File: config.mk
export PLATFORM = sky130hd
export DESIGN_NAME = iso_framer
export DESIGN_NICKNAME = d
export VERILOG_FILES = /design/src/rtl/iso_pkg.sv /design/src/rtl/iso_len_check.sv /design/src/rtl/iso_crc_acc.sv /design/src/rtl/iso_framer.sv
export SDC_FILE = /design/constraint.sdc
export NUM_CORES = 1
export LEC_CHECK = 0
export ABC_AREA = 1
export CAP_MARGIN = 20
export CORE_MARGIN = 2
export CORE_UTILIZATION = 66
export CTS_CLUSTER_DIAMETER = 40
export DETAILED_ROUTE_END_ITERATION = 8
export GPL_ROUTABILITY_DRIVEN = 0
export MAX_ROUTING_LAYER = met4
export PLACE_DENSITY = 0.94
export SYNTH_ARGS = -nofsm -noshare
export SYNTH_HDL_FRONTEND = slang
export SYNTH_HIERARCHICAL = 1
export SYNTH_SLANG_ARGS = --single-unit
File: constraint.sdc
create_clock -name clk -period 4.75 [get_ports clk]
set_input_delay 0.95 -clock clk [delete_from_list [all_inputs] [get_ports clk]]
set_output_delay 0.95 -clock clk [all_outputs]
set_load 0.02 [all_outputs]
File: src/rtl/iso_pkg.sv
package iso_pkg;
  localparam int Q_W    = 32;
  localparam int LEN_W  = 16;
  localparam int TAG_W  = 2;
  localparam int CH_W   = 6;
  localparam int SYNC_W = 4;
  localparam int SPD_W  = 2;
  localparam int WRD_W  = LEN_W - 2;

  localparam logic [3:0]     TCODE_ISO = 4'hA;
  localparam logic [Q_W-1:0] CRC_POLY  = 32'h04C11DB7;
  localparam logic [Q_W-1:0] CRC_SEED  = 32'hFFFFFFFF;

  typedef enum logic [2:0] {
    ST_IDLE,
    ST_HDR,
    ST_HCRC,
    ST_DATA,
    ST_DCRC
  } frm_state_e;

  // Advance a CRC-32 register over one quadlet, MSB first.
  function automatic logic [Q_W-1:0] crc_quad(input logic [Q_W-1:0] c_in,
                                               input logic [Q_W-1:0] d);
    logic [Q_W-1:0] c;
    logic           fb;
    c = c_in;
    for (int i = Q_W - 1; i >= 0; i--) begin
      fb = c[Q_W-1] ^ d[i];
      c  = {c[Q_W-2:0], 1'b0} ^ (fb ? CRC_POLY : '0);
    end
    return c;
  endfunction

  // Byte limit for a speed code; code 3 has none.
  function automatic int unsigned speed_limit(input logic [SPD_W-1:0] spd,
                                              input int unsigned base);
    if (spd == 2'd3) return 0;
    return base << spd;
  endfunction

  function automatic logic [Q_W-1:0] build_header(input logic [LEN_W-1:0]  len,
                                                  input logic [TAG_W-1:0]  tag,
                                                  input logic [CH_W-1:0]   ch,
                                                  input logic [SYNC_W-1:0] sy);
    return {len, tag, ch, TCODE_ISO, sy};
  endfunction
endpackage

File: src/rtl/iso_len_check.sv
module iso_len_check
  import iso_pkg::*;
#(
  parameter int unsigned BASE_BYTES = 1024
) (
  input  logic [LEN_W-1:0] len,
  input  logic [SPD_W-1:0] spd,
  output logic             len_ok,
  output logic [WRD_W-1:0] n_words
);
  int unsigned lim_bytes;
  logic        aligned;
  logic        spd_ok;
  logic        in_limit;

  always_comb begin
    lim_bytes = speed_limit(spd, BASE_BYTES);
    aligned   = (len[1:0] == 2'b00);
    spd_ok    = (spd != 2'd3);
    in_limit  = (32'(len) <= lim_bytes);
    len_ok    = aligned && spd_ok && in_limit;
    n_words   = len[LEN_W-1:2];
  end
endmodule

File: src/rtl/iso_crc_acc.sv
module iso_crc_acc
  import iso_pkg::*;
(
  input  logic           clk,
  input  logic           rst_n,
  input  logic           load,
  input  logic           step,
  input  logic [Q_W-1:0] din,
  output logic [Q_W-1:0] crc_q
);
  always_ff @(posedge clk) begin
    if (!rst_n)    crc_q <= CRC_SEED;
    else if (load) crc_q <= CRC_SEED;
    else if (step) crc_q <= crc_quad(crc_q, din);
  end
endmodule

File: src/rtl/iso_framer.sv
module iso_framer
  import iso_pkg::*;
#(
  parameter int unsigned BASE_BYTES = 1024
) (
  input  logic              clk,
  input  logic              rst_n,
  input  logic              req_valid,
  output logic              req_ready,
  input  logic [CH_W-1:0]   req_channel,
  input  logic [SPD_W-1:0]  req_speed,
  input  logic [TAG_W-1:0]  req_tag,
  input  logic [SYNC_W-1:0] req_sync,
  input  logic [LEN_W-1:0]  req_len,
  input  logic              pl_valid,
  output logic              pl_ready,
  input  logic [Q_W-1:0]    pl_data,
  output logic              out_valid,
  input  logic              out_ready,
  output logic [Q_W-1:0]    out_data,
  output logic              out_last,
  output logic              err_len
);
  frm_state_e       state_q, state_d;
  logic [Q_W-1:0]   hdr_q;
  logic [WRD_W-1:0] left_q;
  logic             err_q;
  logic [Q_W-1:0]   dcrc_q;

  logic             len_ok;
  logic [WRD_W-1:0] n_words;

  // Named events for the checker.
  logic st_idle, hdr_phase, hcrc_phase, data_phase, dcrc_phase;
  logic req_fire, req_take, req_refuse, out_fire, data_fire;

  iso_len_check #(.BASE_BYTES(BASE_BYTES)) u_len (
    .len     (req_len),
    .spd     (req_speed),
    .len_ok  (len_ok),
    .n_words (n_words)
  );

  assign st_idle    = (state_q == ST_IDLE);
  assign hdr_phase  = (state_q == ST_HDR);
  assign hcrc_phase = (state_q == ST_HCRC);
  assign data_phase = (state_q == ST_DATA);
  assign dcrc_phase = (state_q == ST_DCRC);

  assign req_ready  = st_idle;
  assign req_fire   = req_valid && req_ready;
  assign req_take   = req_fire && len_ok;
  assign req_refuse = req_fire && !len_ok;

  assign out_valid  = hdr_phase || hcrc_phase || dcrc_phase || (data_phase && pl_valid);
  assign pl_ready   = data_phase && out_ready;
  assign out_fire   = out_valid && out_ready;
  assign data_fire  = data_phase && pl_valid && out_ready;
  assign out_last   = dcrc_phase;
  assign err_len    = err_q;

  iso_crc_acc u_dcrc (
    .clk   (clk),
    .rst_n (rst_n),
    .load  (req_take),
    .step  (data_fire),
    .din   (pl_data),
    .crc_q (dcrc_q)
  );

  always_comb begin
    unique case (state_q)
      ST_HDR:  out_data = hdr_q;
      ST_HCRC: out_data = ~crc_quad(CRC_SEED, hdr_q);
      ST_DATA: out_data = pl_data;
      ST_DCRC: out_data = ~dcrc_q;
      default: out_data = '0;
    endcase
  end

  always_comb begin
    state_d = state_q;
    unique case (state_q)
      ST_IDLE: if (req_take) state_d = ST_HDR;
      ST_HDR:  if (out_fire) state_d = ST_HCRC;
      ST_HCRC: if (out_fire) state_d = (left_q == '0) ? ST_DCRC : ST_DATA;
      ST_DATA: if (data_fire && left_q == WRD_W'(1)) state_d = ST_DCRC;
      ST_DCRC: if (out_fire) state_d = ST_IDLE;
      default: state_d = ST_IDLE;
    endcase
  end

  always_ff @(posedge clk) begin
    if (!rst_n) begin
      state_q <= ST_IDLE;
      hdr_q   <= '0;
      left_q  <= '0;
      err_q   <= 1'b0;
    end else begin
      state_q <= state_d;
      err_q   <= req_refuse;
      if (req_take) begin
        hdr_q  <= build_header(req_len, req_tag, req_channel, req_sync);
        left_q <= n_words;
      end else if (data_fire) begin
        left_q <= left_q - WRD_W'(1);
      end
    end
  end
endmodule

# [Yosys cells after proc, flatten, opt, wreduce, memory -nomap -nowiden]
# Cells that the tools add are included.
[totals] reg_bits=80 input_bits=67 output_inout_bits=37 word_cells=244
[classes] n_addsub=1 magnitude_cmp=1 eq_ne=12 shifts=1 muxes=76 n_bitwise=128 reduce_logical=20
[op_table] cell="$mux 27" count=64
[op_table] cell="$xor 32x32->32" count=32
[op_table] cell="$xor 32x27->32" count=31
[op_table] cell="$pmux 32 s4" count=1
[op_table] cell="$not 32->32" count=2
[op_table] cell="$xor 1x1->1" count=61
[op_table] cell="$le 16x32->1" count=1
[op_table] cell="$mux 32" count=1
[op_table] cell="$shl 11x2->32 const A" count=1
[op_table] cell="$not 26->31" count=1
[op_table] cell="$mux 14" count=2
[op_table] cell="$mux 3" count=6
[op_table] cell="$pmux 3 s5" count=1
[op_table] cell="$eq 14x1->1 const B" count=1
[op_table] cell="$logic_not 14->1" count=1
[op_table] cell="$sub 14x1->14 const B" count=1
[op_table] cell="$logic_and 1x1->1" count=10
[op_table] cell="$ne 2x1->1 const B" count=5
[op_table] cell="$eq 3x2->1 const B" count=2
[op_table] cell="$reduce_and 5->1" count=1
[op_table] cell="$eq 3x1->1 const B" count=1
[op_table] cell="$eq 3x3->1 const B" count=1
[op_table] cell="$logic_not 3->1" count=1
[op_table] cell="$logic_or 1x1->1" count=3
[op_table] cell="8 further kinds" count=8

# [Logic depth before layout (Yosys ltp)]
[depth] word_depth=96 mapped_depth=29 depth_no_buf=29

# [By module]
# The synthesis kept the hierarchy.
[by_module_without_submodules] mod="iso_framer" instances=1 cells_per_inst=1222 area_per_inst_um2=6805.3 seq_area_each_um2=940.9
[by_module_without_submodules] mod="iso_crc_acc" instances=1 cells_per_inst=1104 area_per_inst_um2=6467.5 seq_area_each_um2=640.6
[by_module_without_submodules] mod="iso_len_check" instances=1 cells_per_inst=44 area_per_inst_um2=270.3 seq_area_each_um2=0.0

# [Least setup slack after synthesis]
# Ideal clock, no wire load.
[synth_timing] path_kind="reg-to-output" startpoint="register hdr_q[30]" endpoint="output out_data[25]" t_arrival_ns=2.593 slack_ns=1.207 path_stages_with_launch=23 path_buffers=1 path_cell_list="dfxtp_1 buf_6 inv_4 nand2_1 nand2_2 nand2_1 nand2_2 nand2_1 nand2_2 nand2_1 nand2_2 nand2_1 nand3_1 nand2_2 nand2_1 nand2_1 nor2_1 nor2_4 nand2_2 nand2_1 nand2_1 nand2_1 o21ai_0"
[synth_between] elab_chain_len=43
[synth_lines] element="from (decl)" line="iso_framer.sv:25" source="logic [Q_W-1:0] hdr_q;"
[synth_lines] element="from (signal assigned)" line="iso_framer.sv:103" source="hdr_q <= build_header(req_len, req_tag, req_channel, req_sync);"
[synth_lines] element="$xor 1x1->1 *" line="iso_pkg.sv:29" source="fb = c[Q_W-1] ^ d[i];"
[synth_lines] element="$mux 27 *" line="iso_pkg.sv:30" source="c = {c[Q_W-2:0], 1'b0} ^ (fb ? CRC_POLY : '0);"
[synth_lines] element="$xor 32x27->32 * (6 in a row)" line="iso_pkg.sv:30"
[synth_lines] element="$xor 1x1->1 or $xor 32x27->32 (tied branches)" line="iso_pkg.sv:29, iso_pkg.sv:30"
[synth_lines] element="$mux 27 or $xor 32x27->32 (tied branches)" line="iso_pkg.sv:30"
[synth_lines] element="$xor 32x27->32 * (6 in a row)" line="iso_pkg.sv:30"
[synth_lines] element="$xor 1x1->1 or $xor 32x27->32 (tied branches)" line="iso_pkg.sv:29, iso_pkg.sv:30"
[synth_lines] element="$mux 27 or $xor 32x27->32 (tied branches)" line="iso_pkg.sv:30"
[synth_lines] element="$xor 32x27->32 * (6 in a row)" line="iso_pkg.sv:30"
[synth_lines] element="$xor 1x1->1 or $xor 32x27->32 (tied branches)" line="iso_pkg.sv:29, iso_pkg.sv:30"
[synth_lines] element="$mux 27 or $xor 32x27->32 (tied branches)" line="iso_pkg.sv:30"
[synth_lines] element="$xor 32x27->32 * (9 in a row)" line="iso_pkg.sv:30"
[synth_lines] element="$xor 1x1->1 or $xor 32x27->32 (tied branches)" line="iso_pkg.sv:29, iso_pkg.sv:30"
[synth_lines] element="$mux 27 or $xor 1x1->1 (tied branches)" line="iso_pkg.sv:30, iso_pkg.sv:29"
[synth_lines] element="$xor 32x27->32 * (4 in a row)" line="iso_pkg.sv:30"
[synth_lines] element="$not 32->32 *" line="iso_framer.sv:74" source="ST_HCRC: out_data = ~crc_quad(CRC_SEED, hdr_q);"
[synth_lines] element="$pmux 32 s4 *" line="iso_framer.sv:72" source="unique case (state_q)"
[synth_lines] element="to (decl)" line="iso_framer.sv:20" source="output logic [Q_W-1:0] out_data,"
# Mark *: on every way between the ends. The rest lies on a longest branch, timed or not.

# [Worst setup path after layout]
[layout_timing] startpoint="register hdr_q[29]" endpoint="output out_data[24]"
[layout_between] elab_chain_len=42
[layout_lines] element="$xor 1x1->1 *" line="iso_pkg.sv:29"
[layout_lines] element="$mux 27 *" line="iso_pkg.sv:30"
[layout_lines] element="$xor 32x27->32 * (6 in a row)" line="iso_pkg.sv:30"
[layout_lines] element="$xor 1x1->1 or $xor 32x27->32 (tied branches)" line="iso_pkg.sv:29, iso_pkg.sv:30"
[layout_lines] element="$mux 27 or $xor 32x27->32 (tied branches)" line="iso_pkg.sv:30"
[layout_lines] element="$xor 32x27->32 * (6 in a row)" line="iso_pkg.sv:30"
[layout_lines] element="$xor 1x1->1 or $xor 32x27->32 (tied branches)" line="iso_pkg.sv:29, iso_pkg.sv:30"
[layout_lines] element="$mux 27 or $xor 32x27->32 (tied branches)" line="iso_pkg.sv:30"
[layout_lines] element="$xor 32x27->32 * (6 in a row)" line="iso_pkg.sv:30"
[layout_lines] element="$xor 1x1->1 or $xor 32x27->32 (tied branches)" line="iso_pkg.sv:29, iso_pkg.sv:30"
[layout_lines] element="$mux 27 or $xor 32x27->32 (tied branches)" line="iso_pkg.sv:30"
[layout_lines] element="$xor 32x27->32 * (9 in a row)" line="iso_pkg.sv:30"
[layout_lines] element="$xor 1x1->1 or $xor 32x27->32 (tied branches)" line="iso_pkg.sv:29, iso_pkg.sv:30"
[layout_lines] element="$mux 27 or $xor 1x1->1 (tied branches)" line="iso_pkg.sv:30, iso_pkg.sv:29"
[layout_lines] element="$xor 32x27->32 * (3 in a row)" line="iso_pkg.sv:30"
[layout_lines] element="$not 32->32 *" line="iso_framer.sv:74"
[layout_lines] element="$pmux 32 s4 *" line="iso_framer.sv:72"
# Marks and branches as above.

==> impl_metrics.csv <==
group,metric,value,unit
run_status,outcome,"complete, but fails checks",
run_status,violations,"DRC",
power_and_ir_drop,intPower,0.00306,W
sta,worst_pin_slew,920,ps
floorplan,dieArea,21700,µm²
worst_setup_path,r2r_end,"u_dcrc/crc_q[2]",
floorplan,start_util,67.1,%
synthesis,synth-edff-count,0,
worst_hold_path,hold_depth,2,
clock_tree,ctsHoldBuffers,0,
worst_setup_path,rr_worst_depth,24,
sta,worst_clock_skew,7.88,ps
finish,fin_nets,2513,
synthesis,yosys_warnings,6,
synthesis,netlist_top_cells_area,"nand2_1, dfxtp_1, xor2_1, nand3_1, nand2_2",
clock_tree,htreeDepth,3,
floorplan,dieWidth,147,µm
floorplan,row_count,52,
grt,grt_pass1_wl,75.9,mm
clock_tree,cts_tree,"yes",
clock_tree,cts_buffer_depth,2,
detailed_routing,wl_per_cell,18.2,µm
worst_setup_path,crit_required,3800,ps
power_and_ir_drop,peakVddDrop,0.352,mV
finish,area_delta_synth_final,12.1,%
clock_tree,numCtsBuffers,9,
detailed_routing,drtIter0Drc,2655,
clock_tree,clock_sinks,79,
synthesis,syn_nets,2442,
synthesis,ys_ff_latch,79,
worst_setup_path,r2r-start,"u_dcrc/crc_q[29]",
power_and_ir_drop,share_comb_of_total_power,81.3,%
worst_hold_path,hold_path_class,"flop to flop",
worst_setup_path,start_kind,"flop",
sta,finalHoldViolations,0,
sta,fmax,0.214,GHz
worst_setup_path,arrival,3720,ps
sta,slew-limit-headroom,38.6,%
detailed_routing,drt-total-wl,49.5,mm
synthesis,synth_ff_type,"dfxtp_1",
grt,grt_pass1_vias,15100,
power_and_ir_drop,power.density,500,nW/µm²
synthesis,synth_top_cells_by_count,"nand2_1, nand3_1, inv_1, xor2_1, nand2_2",
power_and_ir_drop,p_sw_share,59.6,%
power_and_ir_drop,p_seq_share,9.5,%
clock_tree,cts_root_buffer,"clkbuf_16",
placed_design,place_area,14700,µm²
placed_design,dp_cells,2696,
worst_hold_path,min_to,"left_q[13]",
sta,report.final.slew_viol_count,0,
placed_design,hpwlAfterDp,38.9,mm
floorplan,dieHeight,147,µm
power_and_ir_drop,switchingPower,0.00452,W
grt,grtUsageTotal,45.0,%
floorplan,coreArea,20200,µm²
synthesis,synth.most_common_cell,"nand2_1",
detailed_routing,vias_per_cell,6.16,
grt,grt_max_degree,64,
synthesis,async_flop_share,0,%
synthesis,synthDominantCellAreaShare,25.6,%
finish,finalInstanceArea,15200,µm²
finish,fin_cells,2717,
worst_setup_path,crit_path_max_fanout,8,
worst_setup_path,critPathCaptureType,"output port",
worst_hold_path,min_from,"left_q[13]",
grt,grt_overflow,0,
synthesis,synth_top_area_cell,"nand2_1",
floorplan,pin_count,104,
run,cap_viol_max_count,0,
sta,fin_crit_sh,98.3,%
sta,setup_viol,0,
synthesis,syn_area,13500,µm²
synthesis,ys_seq_area_share,11.7,%
detailed_routing,drt-pass1-iter-count,9,
placed_design,portBuffers,103,
power_and_ir_drop,clkPwrFrac,9.1,%
sta,setup_tns,0,ps
worst_setup_path,crit_type,"flop to output port",
finish,drive_gt1_share,16.4,%
synthesis,synth_cells,2370,
synthesis,ys_types,52,
detailed_routing,vias,16700,
sta,finalCriticalPeriod,4670,ps
detailed_routing,ant_nets,0,
clock_tree,cts.clk_slew.worst_paths,70,ps
grt,grt_antenna_before_repair,1,
sta,grt_setup_unrepaired,"true",
worst_setup_path,regToRegSetupSlack,1080,ps
power_and_ir_drop,power.leakage,8.20,nW
power_and_ir_drop,power,0.00759,W
clock_tree,clock_latency,350,ps
synthesis,syn_avg_cell_area,5.71,µm²
detailed_routing,drc,18,
## logic make-up after synthesis
group / Yosys count / synth area share (%)
xor gates and xnor gates: 208 / 13.9
and+or+nand+nor: 1559 / 55.7
buffers and inverters: 311 / 9.64
AOI/OAI and AO/OA: 208 / 8.59
DFF: 79 / 11.7
adders and majority gates: 5 / 0.462
## worst max-delay path, stage by stage (launching register included)
cell,delay [ps]
dfxtp_2,360
inv_2,140
nand2_1,110
nand3_1,210
nand2_1,160
nand2_1,130
nand3_1,110
nand2_2,190
inv_2,100
nand2_2,110
nand2_4,100
xnor2_1,260
inv_1,90
or2_2,310
nand2_1,70
nand2_1,70
nand3_1,100
nand2_1,50
o21ai_1,300
dlygate4sd2_1,380
## power by group through the flow
stage	Sequential [W]	Clock (W)	Combinational, W
CTS	0.000721	0.000688	0.00589
detailed placement	0.000736	0	0.00587
finish	0.000722	0.000694	0.00617
global placement	0.000733	0	0.00571
floorplan	0.000724	0	0.00445
global route	0.000724	0.000716	0.00666
## layout by cell type (no fill, tap or decap), types with 61 or more instances in the layout
| master | count |
|---|---|
| nand2_1 | 919 |
| nand3_1 | 256 |
| inv_1 | 180 |
| xor2_1 | 156 |
| nand2_2 | 144 |
| a21oi_1 | 89 |
| clkdlybuf4s50_1 | 71 |
| nor2_1 | 70 |
| dfxtp_1 | 70 |
| nand2_4 | 61 |
## layout make-up
| class | count | area [µm²] |
|---|---|---|
| sequential | 79 | 1600 |
| multi-input combinational | 1980 | 10800 |
| timing repair buffer | 121 | 1200 |
| tap | 270 | 338 |
| antenna | 1 | 2.50 |
| fill | 1570 | 4990 |
| inverter | 250 | 966 |
| clock buffer | 10 | 239 |
| clock inverter | 6 | 52.6 |
## flip-flops by register name, summed over array words and instances, names as in the netlist
signal and cells:
left_q 14, hdr_q 29, state_q 3, u_dcrc/crc_q 32, err_len 1
## metrics by stage
step	hold WS, ps	util [%]	worst slack, ps
after global routing	524	75.2	-86.8
final	471	75.2	82.4
after floorplan	444	-	1210
after detailed placement	462	72.8	33.7
after global placement	457	72.8	159
after CTS	471	74.4	8.03
## per-layer routing
metal | vias up | global-route usage (%) | wire (µm)
li1 | 7630 | - | -
met1 | 7369 | 54.1 | 17600
met2 | 1350 | 66.0 | 20500
met3 | 387 | 12.5 | 7420
met4 | 0 | 28.9 | 4010
met5 | - | - | 0
## worst max-delay path by stage
| stage | start | to | slack [ps] |
|---|---|---|---|
| after floorplan | hdr_q[30] | out_data[25] | 1210 |
| after global placement | hdr_q[28] | out_data[13] | 160 |
| after detailed placement | hdr_q[28] | out_data[13] | 30 |
| after CTS | hdr_q[31] | out_data[5] | 8 |
| after global routing | hdr_q[29] | out_data[10] | -90 |
| final | hdr_q[29] | out_data[24] | 80 |
## timing repair
item | in CTS | in global routing
pin swaps | 0 | 2
buffers inserted | 0 | 4
gates resized for setup | 22 | 57
setup endpoints to repair | 29 | 30
No activity file was read; power rests on OpenSTA's default activity.
